## config.mk

```make
export PLATFORM = sky130hd
export DESIGN_NAME = fifo_irq_front
export DESIGN_NICKNAME = d
export VERILOG_FILES = /design/src/rtl/fifo_irq_pkg.sv /design/src/rtl/sync_fifo.sv /design/src/rtl/irq_aggr.sv /design/src/rtl/fifo_irq_front.sv
export SDC_FILE = /design/constraint.sdc
export NUM_CORES = 1
export LEC_CHECK = 0
export BUFFER_PORTS_ARGS = -buffer_cell sky130_fd_sc_hd__buf_4
export CAP_MARGIN = 20
export CELL_PAD_IN_SITES_DETAIL_PLACEMENT = 1
export CELL_PAD_IN_SITES_GLOBAL_PLACEMENT = 2
export CORE_UTILIZATION = 53
export DETAILED_ROUTE_END_ITERATION = 8
export HOLD_SLACK_MARGIN = 0.06
export PLACE_DENSITY_LB_ADDON = 0.1
export SETUP_SLACK_MARGIN = 0.3
export SYNTH_ARGS = -nofsm -noshare
export SYNTH_HDL_FRONTEND = slang
export SYNTH_SLANG_ARGS = --single-unit
```

## constraint.sdc

```tcl
create_clock -name clk -period 8.9 [get_ports clk]
set_input_delay 2.67 -clock clk [delete_from_list [all_inputs] [get_ports clk]]
set_output_delay 2.67 -clock clk [all_outputs]
set_load 0.05 [all_outputs]
```

## src/rtl/fifo_irq_pkg.sv

```systemverilog
// Package: register offsets and interrupt bit positions shared by the
// front-end, its sub-blocks, the checker and the bench.
package fifo_irq_pkg;
    localparam int ADDR_W = 3;
    localparam logic [ADDR_W-1:0] A_CMD   = 3'd0;
    localparam logic [ADDR_W-1:0] A_RXD   = 3'd1;
    localparam logic [ADDR_W-1:0] A_CTRL  = 3'd2;
    localparam logic [ADDR_W-1:0] A_STATE = 3'd3;
    localparam logic [ADDR_W-1:0] A_MSTAT = 3'd4;
    localparam logic [ADDR_W-1:0] A_CLR   = 3'd5;
    localparam logic [ADDR_W-1:0] A_MASK  = 3'd6;
    localparam logic [ADDR_W-1:0] A_RAW   = 3'd7;

    localparam int N_IRQ    = 5;
    localparam int IRQ_DONE = 0;
    localparam int IRQ_XERR = 1;
    localparam int IRQ_FERR = 2;
    localparam int IRQ_RXTH = 3;
    localparam int IRQ_TXTH = 4;
endpackage

```

## src/rtl/sync_fifo.sv

```systemverilog
// Module: sync_fifo
// Single-clock FIFO with a synchronous hold-clear. Misuse (push when full,
// pop when empty) leaves the contents unchanged and is reported as a
// one-cycle pulse. Assumes clr has priority over push and pop.
module sync_fifo #(
    parameter int DEPTH = 64,
    parameter int W     = 8
) (
    input  logic                         clk,
    input  logic                         rst_n,
    input  logic                         clr,
    input  logic                         push,
    input  logic [W-1:0]                 push_data,
    input  logic                         pop,
    output logic [W-1:0]                 head,
    output logic [$clog2(DEPTH+1)-1:0]   level,
    output logic                         full,
    output logic                         empty,
    output logic                         push_err,
    output logic                         pop_err
);
    localparam int PTR_W = $clog2(DEPTH);
    localparam int LVL_W = $clog2(DEPTH + 1);
    localparam logic [PTR_W-1:0] LAST = PTR_W'(DEPTH - 1);

    logic [W-1:0]     mem [DEPTH];
    logic [PTR_W-1:0] wr_ptr, rd_ptr;
    logic [LVL_W-1:0] count;
    logic             push_ok, pop_ok;

    assign full     = (count == LVL_W'(DEPTH));
    assign empty    = (count == '0);
    assign push_ok  = push & ~full & ~clr;
    assign pop_ok   = pop & ~empty & ~clr;
    assign push_err = push & full & ~clr;
    assign pop_err  = pop & empty & ~clr;
    assign level    = count;
    assign head     = empty ? '0 : mem[rd_ptr];

    // Storage write; contents need no reset.
    always_ff @(posedge clk) begin
        if (push_ok) mem[wr_ptr] <= push_data;
    end

    // Pointer and occupancy update with clear priority.
    always_ff @(posedge clk) begin
        if (!rst_n || clr) begin
            wr_ptr <= '0;
            rd_ptr <= '0;
            count  <= '0;
        end else begin
            if (push_ok) wr_ptr <= (wr_ptr == LAST) ? '0 : wr_ptr + 1'b1;
            if (pop_ok)  rd_ptr <= (rd_ptr == LAST) ? '0 : rd_ptr + 1'b1;
            if (push_ok && !pop_ok)      count <= count + 1'b1;
            else if (pop_ok && !push_ok) count <= count - 1'b1;
        end
    end
endmodule

```

## src/rtl/irq_aggr.sv

```systemverilog
// Module: irq_aggr
// Pending latch for N interrupt sources with write-one-to-clear. A source
// asserted in the same cycle as its clear stays pending. The output is the
// OR of pending bits enabled by the mask.
module irq_aggr #(
    parameter int N = 5
) (
    input  logic         clk,
    input  logic         rst_n,
    input  logic [N-1:0] set_i,
    input  logic [N-1:0] clr_i,
    input  logic [N-1:0] mask_i,
    output logic [N-1:0] pend_o,
    output logic [N-1:0] masked_o,
    output logic         irq_o
);
    // Latch sources, drop cleared bits, set wins.
    always_ff @(posedge clk) begin
        if (!rst_n) pend_o <= '0;
        else        pend_o <= (pend_o & ~clr_i) | set_i;
    end

    assign masked_o = pend_o & mask_i;
    assign irq_o    = |masked_o;
endmodule

```

## src/rtl/fifo_irq_front.sv

```systemverilog
// Module: fifo_irq_front
// Register-side front-end: command FIFO toward the engine, data FIFO from
// it, per-direction misuse latches, threshold events and the interrupt
// aggregator. Assumes THR_W threshold fields fit bits 13:2 of control and
// level fields fit 8 bits in the state register.
module fifo_irq_front
    import fifo_irq_pkg::*;
#(
    parameter int DEPTH = 64,
    parameter int CMD_W = 11,
    parameter int RXD_W = 8
) (
    input  logic              clk,
    input  logic              rst_n,
    input  logic              reg_wr,
    input  logic              reg_rd,
    input  logic [2:0]        reg_addr,
    input  logic [31:0]       reg_wdata,
    output logic [31:0]       reg_rdata,
    output logic [CMD_W-1:0]  eng_tx_data,
    output logic              eng_tx_valid,
    input  logic              eng_tx_pop,
    input  logic              eng_rx_push,
    input  logic [RXD_W-1:0]  eng_rx_data,
    output logic              eng_rx_ready,
    input  logic              ev_done,
    input  logic              ev_xfer_err,
    output logic              irq
);
    localparam int LVL_W   = $clog2(DEPTH + 1);
    localparam int THR_W   = $clog2(DEPTH);
    localparam int RXT_LSB = 2;
    localparam int TXT_LSB = 2 + THR_W;

    logic             rx_clr, tx_clr;
    logic [THR_W-1:0] rx_thr, tx_thr;
    logic [N_IRQ-1:0] mask, pend, masked, irq_set, irq_clr;
    logic             cmd_push, rxd_pop;
    logic [LVL_W-1:0] tx_level, rx_level;
    logic             tx_full, tx_empty, rx_full, rx_empty;
    logic             tx_push_err, tx_pop_err, rx_push_err, rx_pop_err;
    logic [RXD_W-1:0] rx_head;
    logic             rx_rerr, rx_werr, tx_rerr, tx_werr;

    assign cmd_push = reg_wr && (reg_addr == A_CMD);
    assign rxd_pop  = reg_rd && (reg_addr == A_RXD);

    // Control and mask registers written from the register port.
    always_ff @(posedge clk) begin
        if (!rst_n) begin
            rx_clr <= 1'b0;
            tx_clr <= 1'b0;
            rx_thr <= '0;
            tx_thr <= '0;
            mask   <= '0;
        end else if (reg_wr) begin
            if (reg_addr == A_CTRL) begin
                rx_clr <= reg_wdata[0];
                tx_clr <= reg_wdata[1];
                rx_thr <= reg_wdata[RXT_LSB +: THR_W];
                tx_thr <= reg_wdata[TXT_LSB +: THR_W];
            end
            if (reg_addr == A_MASK) mask <= reg_wdata[N_IRQ-1:0];
        end
    end

    sync_fifo #(.DEPTH(DEPTH), .W(CMD_W)) u_tx_fifo (
        .clk(clk), .rst_n(rst_n), .clr(tx_clr),
        .push(cmd_push), .push_data(reg_wdata[CMD_W-1:0]),
        .pop(eng_tx_pop), .head(eng_tx_data), .level(tx_level),
        .full(tx_full), .empty(tx_empty),
        .push_err(tx_push_err), .pop_err(tx_pop_err)
    );

    sync_fifo #(.DEPTH(DEPTH), .W(RXD_W)) u_rx_fifo (
        .clk(clk), .rst_n(rst_n), .clr(rx_clr),
        .push(eng_rx_push), .push_data(eng_rx_data),
        .pop(rxd_pop), .head(rx_head), .level(rx_level),
        .full(rx_full), .empty(rx_empty),
        .push_err(rx_push_err), .pop_err(rx_pop_err)
    );

    assign eng_tx_valid = ~tx_empty;
    assign eng_rx_ready = ~rx_full;

    // Misuse latches per direction, dropped by that direction's clear.
    always_ff @(posedge clk) begin
        if (!rst_n) begin
            rx_rerr <= 1'b0; rx_werr <= 1'b0;
            tx_rerr <= 1'b0; tx_werr <= 1'b0;
        end else begin
            if (rx_clr) begin
                rx_rerr <= 1'b0; rx_werr <= 1'b0;
            end else begin
                rx_rerr <= rx_rerr | rx_pop_err;
                rx_werr <= rx_werr | rx_push_err;
            end
            if (tx_clr) begin
                tx_rerr <= 1'b0; tx_werr <= 1'b0;
            end else begin
                tx_rerr <= tx_rerr | tx_pop_err;
                tx_werr <= tx_werr | tx_push_err;
            end
        end
    end

    // Interrupt source vector and write-one-to-clear vector.
    always_comb begin
        irq_set           = '0;
        irq_set[IRQ_DONE] = ev_done;
        irq_set[IRQ_XERR] = ev_xfer_err;
        irq_set[IRQ_FERR] = tx_push_err | tx_pop_err | rx_push_err | rx_pop_err;
        irq_set[IRQ_RXTH] = (rx_level >= LVL_W'(rx_thr));
        irq_set[IRQ_TXTH] = (tx_level <= LVL_W'(tx_thr));
        irq_clr = (reg_wr && reg_addr == A_CLR) ? reg_wdata[N_IRQ-1:0] : '0;
    end

    irq_aggr #(.N(N_IRQ)) u_irq (
        .clk(clk), .rst_n(rst_n), .set_i(irq_set), .clr_i(irq_clr),
        .mask_i(mask), .pend_o(pend), .masked_o(masked), .irq_o(irq)
    );

    // Read multiplexer over all register offsets.
    always_comb begin
        reg_rdata = '0;
        case (reg_addr)
            A_RXD:   reg_rdata[RXD_W-1:0] = rx_head;
            A_CTRL: begin
                reg_rdata[0] = rx_clr;
                reg_rdata[1] = tx_clr;
                reg_rdata[RXT_LSB +: THR_W] = rx_thr;
                reg_rdata[TXT_LSB +: THR_W] = tx_thr;
            end
            A_STATE: begin
                reg_rdata[0]  = rx_rerr;
                reg_rdata[1]  = rx_werr;
                reg_rdata[3]  = rx_empty;
                reg_rdata[6]  = tx_rerr;
                reg_rdata[7]  = tx_werr;
                reg_rdata[11] = tx_full;
                reg_rdata[16 +: LVL_W] = rx_level;
                reg_rdata[24 +: LVL_W] = tx_level;
            end
            A_MSTAT: reg_rdata[N_IRQ-1:0] = masked;
            A_MASK:  reg_rdata[N_IRQ-1:0] = mask;
            A_RAW:   reg_rdata[N_IRQ-1:0] = pend;
            default: reg_rdata = '0;
        endcase
    end
endmodule

```

# Word level (Yosys, flattened, before mapping)

Memories as Yosys holds them, arrays and structs flattened. A register that Yosys moved wholly into a read port is not among the register bits.
Index checks and enable logic that the tools add are counted.
W data, S select, Z words.

Output and inout port bits: 46
Input port bits: 51
Logic and storage cells: 129
Memories kept: 2
Register bits after elaboration: 66
RAM bits: 1216

Add/sub/neg operators: 8
Eq/ne operators: 13
Reduce and logical (&&, ||, !) cells: 24
Mux-type cells: 30
Bitwise logic cells: 34
$lt $le $gt $ge: 2

Memory list:

| name          | words | width | rd ports | clocked after memory_dff | write ports | RTL line        | source |
|---|---|---|---|---|---|---|---|
| u_tx_fifo.mem | 64    | 11    | 1        | 1                        | 1           | sync_fifo.sv:26 | `logic [W-1:0] mem [DEPTH];` |
| u_rx_fifo.mem | 64    | 8     | 1        | 1                        | 1           | sync_fifo.sv:26 |  |

Operators by type and width:

| cell                  | number |
|---|---|
| $mux W6               | 8 |
| $mux W7               | 6 |
| $add A6 B1 Y6 const B | 4 |
| $eq A6 B6 Y1 const B  | 4 |
| $and A1 B1 Y1         | 16 |
| $add A7 B1 Y7 const B | 2 |
| $eq A7 B7 Y1 const B  | 2 |
| $logic_not A7 Y1      | 2 |
| $sub A7 B1 Y7 const B | 2 |
| $eq A3 B3 Y1 const B  | 4 |
| $pmux W2 S6           | 1 |
| $mux W11              | 1 |
| $and A5 B5 Y5         | 2 |
| $pmux W1 S5           | 2 |
| $mux W8               | 1 |
| $ge A7 B6 Y1          | 1 |
| $le A7 B6 Y1          | 1 |
| $logic_and A1 B1 Y1   | 7 |
| $not A1 Y1            | 7 |
| $or A1 B1 Y1          | 7 |
| $eq A3 B2 Y1 const B  | 2 |
| $pmux W1 S6           | 1 |
| $pmux W2 S3           | 1 |
| $logic_not A1 Y1      | 5 |
| other kinds (14)      | 22 |

# Depth between registers and ports, before layout

Depth in word-level cells: 8
Depth in mapped cells: 15
Gate-level depth less buffers: 13

# Modules after synthesis

A second synthesis with hierarchy kept.

Cell total of the unflattened synthesis: 2633
Area total of the unflattened synthesis: 51699.6 µm²

By module, submodules not included:

| module                | instances | seq. area each (µm²) | area an instance (µm²) | cells each |
|---|---|---|---|---|
| sync_fifo (u_tx_fifo) | 1         | 21640.8              | 28427.3                | 1333 |
| sync_fifo (u_rx_fifo) | 1         | 15875.2              | 21310.4                | 1052 |
| fifo_irq_front        | 1         | 460.4                | 1739.2                 | 226 |
| irq_aggr              | 1         | 100.1                | 222.7                  | 22 |

# Least setup slack after synthesis

No wires, ideal clock.

Path type: input port to output port
Start point: in reg_addr[2]
End point: out reg_rdata[0]
Arrival time: 4.450 ns
Buffers on the path: 1
Required time: 6.230 ns
Stages: 4
Path slack: 1.780 ns
Cells stage by stage: clkbuf_1 -> a311o_1 -> nand2b_1 -> o21ai_0

Word-level cells in the longest chain between the ends: 2
Elaborated cells between the ends (all ways): 7
Those cells by class: 6 x eq/ne; 1 x mux

RTL lines:

| element                              | RTL line              | source |
|---|---|---|
| from (decl)                          | fifo_irq_front.sv:17  | `input logic [2:0] reg_addr,` |
| $eq A3 B3 Y1 (tied with other cells) | fifo_irq_front.sv:126 | `case (reg_addr)` |
| $pmux W2 S6 (*)                      | fifo_irq_front.sv:126 |  |
| to (decl)                            | fifo_irq_front.sv:19  | `output logic [31:0] reg_rdata,` |

Mark *: on every way between the ends. The rest lies on a longest branch, timed or not.

# Worst setup path in the final report

Start point: in reg_addr[1]
End point: out reg_rdata[0]

Same word-level chain as after synthesis.

==> out/qor.csv <==
stage,metric,value,unit
synth,Avg Inst Size Synth,19.8,um2
placed_design,Final Wtd Congestion,0.874,
sta,Fin Hold WS,0.483,ns
detailed_routing,WL final,122000,um
grt,vias in the first global route,26400,
placed_design,# port buffers,74,
clock_tree,"Hold-fix buffers, CTS",0,
sta,clock skew,0.0272,ns
worst_hold_path,HP Start,tx_thr[4],
clock_tree,Post-CTS Setup Repair Bufs,0,
synth,Yosys cell types,77,
detailed_routing,vias per cell,6.17,
clock_tree,clk_lat worst skew,0.73,ns
setup_path,Setup crit end kind,output port,
setup_path,Critical Path RT,6.23,ns
sta,worst rel slew slack,21.7,%
cells_and_area,area grow syn2layout,12.8,%
sta,min Tclk post-route,7.48,ns
sta,RSZ-0062 raised after global routing,no,
sta,Slew Limit Fails,0,
sta,Setup-failing EPs final,0,
grt,first-pass GRT wire length,179000,um
synth,post-synthesis async set-or-reset flop share,0,%
grt,initial antenna violation count,0,
worst_hold_path,HP Class,reg -> reg,
power,static leakage,17.8,nW
detailed_routing,drt initial violations,2210,
floorplanning,core area,95300,um2
floorplanning,Row Count,113,
synth,post-synthesis register bit count,1294,
sta,Worst Tran Pin Value,1.17,ns
grt,GRT overflow,0,
grt,largest net degree at the start of global routing,111,
clock_tree,CTS Buffer Depth,3,
clock_tree,clk sinks,1294,
cells_and_area,final std cells w/o fill,4086,
setup_path,RR Startpoint,u_rx_fifo.level[4],
setup_path,crit path launch type,primary input,
setup_path,Setup crit start,reg_addr[1],
sta,Fmax,0.134,GHz
cells_and_area,ant diodes,0,
run,Max Cap Viol,0,
grt,GRT Overall Usage,25.4,%
setup_path,worst-path fanout max,13,
synth,cell count after synthesis,2580,
sta,period utilisation layout,84.1,%
cells_and_area,fill count,8021,
setup_path,WS Path Type,in -> out,
setup_path,crit-path cells,buf_4 > nand2b_1 > a311o_1 > or2_2 > a221oi_1 > a21oi_1 > o21ai_0 > buf_4,
placed_design,Placed Cells,3820,
setup_path,CP max stage delay,0.42,ns
clock_tree,Clock transition at path regs,0.05,ns
sta,Final TNS setup,0,ns
detailed_routing,1st-pass router iterations,7,
clock_tree,Root Driver,clkbuf_16,
setup_path,most common cell type on the critical path,buf_4,
cells_and_area,share of layout cells above drive strength 1,24.3,%
power,Power Density,259,nW/um2
clock_tree,post_cts resized,0,
setup_path,Worst EP arrival,4.81,ns
floorplanning,width of the chip,313,um
placed_design,DP HPWL,74400,um
clock_tree,CTS tree,built,
cells_and_area,"commonest non-fill, non-tap cell in the layout",edfxtp_1,
run_status,status,finished clean,
detailed_routing,ANT nets after route,0,
setup_path,crit path max-delay cell type,a311o_1,
synth,Yosys warning count,0,
clock_tree,H-tree depth,4,
power,Worst VDD drop,0.000173,V
detailed_routing,Via Count,25200,
floorplanning,die area,97800,um2
cells_and_area,Total Nets Final,2801,
cells_and_area,most frequent cells in the layout,"edfxtp_1 (1216), mux4_2 (318), nor2_1 (193), clkbuf_16 (141)",
synth,register area share after synthesis,74.4,%
floorplanning,Starting Density,53.7,%
synth,"Top FF cell, synth",edfxtp_1,
synth,number of synthesized flops with an enable pin,1216,
detailed_routing,DRC,0,
detailed_routing,Routed WL per cell,29.9,um
synth,Synth Cell Area,51200,um2
floorplanning,die height,313,um
sta,"Hold Vio Cnt, Final",0,
floorplanning,IO Pins,97,
clock_tree,TritonCTS buffer count,135,
## synthesized netlist by cell type, types with 7 or more instances
| master | number | area share (%) |
|---|---|---|
| and2_1 | 19 | 0.23 |
| a221oi_1 | 7 | 0.12 |
| nand3b_1 | 7 | 0.10 |
| a21boi_0 | 17 | 0.25 |
| o211ai_1 | 7 | 0.10 |
| o22ai_1 | 19 | 0.23 |
| o21ai_0 | 8 | 0.078 |
| edfxtp_1 | 1216 | 71 |
| nand2_1 | 103 | 0.76 |
| nor3_1 | 9 | 0.088 |
| buf_1 | 23 | 0.17 |
| xor2_1 | 13 | 0.22 |
| clkbuf_1 | 61 | 0.45 |
| nor2_1 | 193 | 1.4 |
| a21oi_1 | 36 | 0.35 |
| dfxtp_1 | 78 | 3.1 |
| nand3_1 | 17 | 0.17 |
| buf_4 | 11 | 0.16 |
| xnor2_1 | 13 | 0.22 |
| ha_1 | 30 | 0.73 |
| mux4_2 | 318 | 14 |
| mux2i_1 | 115 | 2.2 |
| inv_1 | 24 | 0.18 |
| buf_2 | 43 | 0.42 |
| a22oi_1 | 59 | 0.87 |
| nor2b_1 | 25 | 0.31 |
## critical path, delay by kind of cell
family	cells	cell delay [ns]
AND/OR/NAND/NOR	2	0.59
AO/OA/AOI/OAI	4	1.06
buffers and inverters	2	0.48
## power breakdown
part / switching, mW / leakage [nW] / internal, mW
logic: 1.36 / 4.10 / 1.07
registers: 0.179 / 11.6 / 6.72
clock network: 2.26 / 2.16 / 3.36
total: 3.79 / 17.8 / 11.2
## worst paths after layout
check                           depth (start not counted)                 end  slack, ns
worst max-delay path                                    8        reg_rdata[0]       1.42
worst min-delay path                                    2           tx_thr[4]       0.48
worst max register to register                         12  u_rx_fifo.level[6]       5.17
worst min register to register                          2           tx_thr[4]       0.48
## state kept, by name (all words and copies together), names as in the netlist, named ones only
| name | count |
|---|---|
| u_rx_fifo.wr_ptr | 6 |
| u_rx_fifo.mem | 512 |
| u_tx_fifo.mem | 704 |
| tx_clr | 1 |
| tx_rerr | 1 |
| u_rx_fifo.rd_ptr | 6 |
| u_tx_fifo.level | 7 |
| rx_werr | 1 |
| rx_thr | 6 |
| mask | 5 |
| rx_clr | 1 |
| u_tx_fifo.wr_ptr | 6 |
| u_rx_fifo.level | 7 |
| tx_thr | 6 |
| rx_rerr | 1 |
| u_irq.pend_o | 5 |
| tx_werr | 1 |
| u_tx_fifo.rd_ptr | 6 |
## area by class of cell
cell class	count	area [um2]	area share (%)
inverters	25	93.8	0.162
multi-input cells	1122	12400	21.4
flip-flops and latches	1294	38100	66.0
clock buffers	178	3750	6.49
clock inverters	62	658	1.14
repair buffers	140	1210	2.09
well taps	1265	1580	2.74
## per-stage QoR
step	setup WS, ns	area (um2)	utilization, %	total power [mW]
floorplan	1.78	51200	-	8.73
global placement	1.45	53000	55.6	9.41
detailed placement	1.44	53100	55.8	9.48
CTS	1.43	57500	60.4	15.1
global route	1.32	57800	60.6	15.4
finish	1.42	57800	60.6	14.9
## cell families (layout without fill, tap and decap cells)
kind of cell    Yosys count  after routing  share of synthesized area (%)
compound gates          194            194                           2.67
xor+xnor                 26             26                          0.445
fa+ha+maj                32             32                          0.811
buf+inv                 167            405                           1.47
flops                  1294           1294                           74.4
mux                     435            435                           16.3
other cells               1              4                        0.00733
simple gates            431            431                           3.93
## metal layers
layer	up-vias	global-route usage [%]	routed length, um
met5	-	0	0
met3	193	3.52	5610
li1	10800	-	-
met1	13500	35.0	51100
met2	720	41.6	61200
met4	0	9.88	4420
No activity file was read; power rests on OpenSTA's default activity.
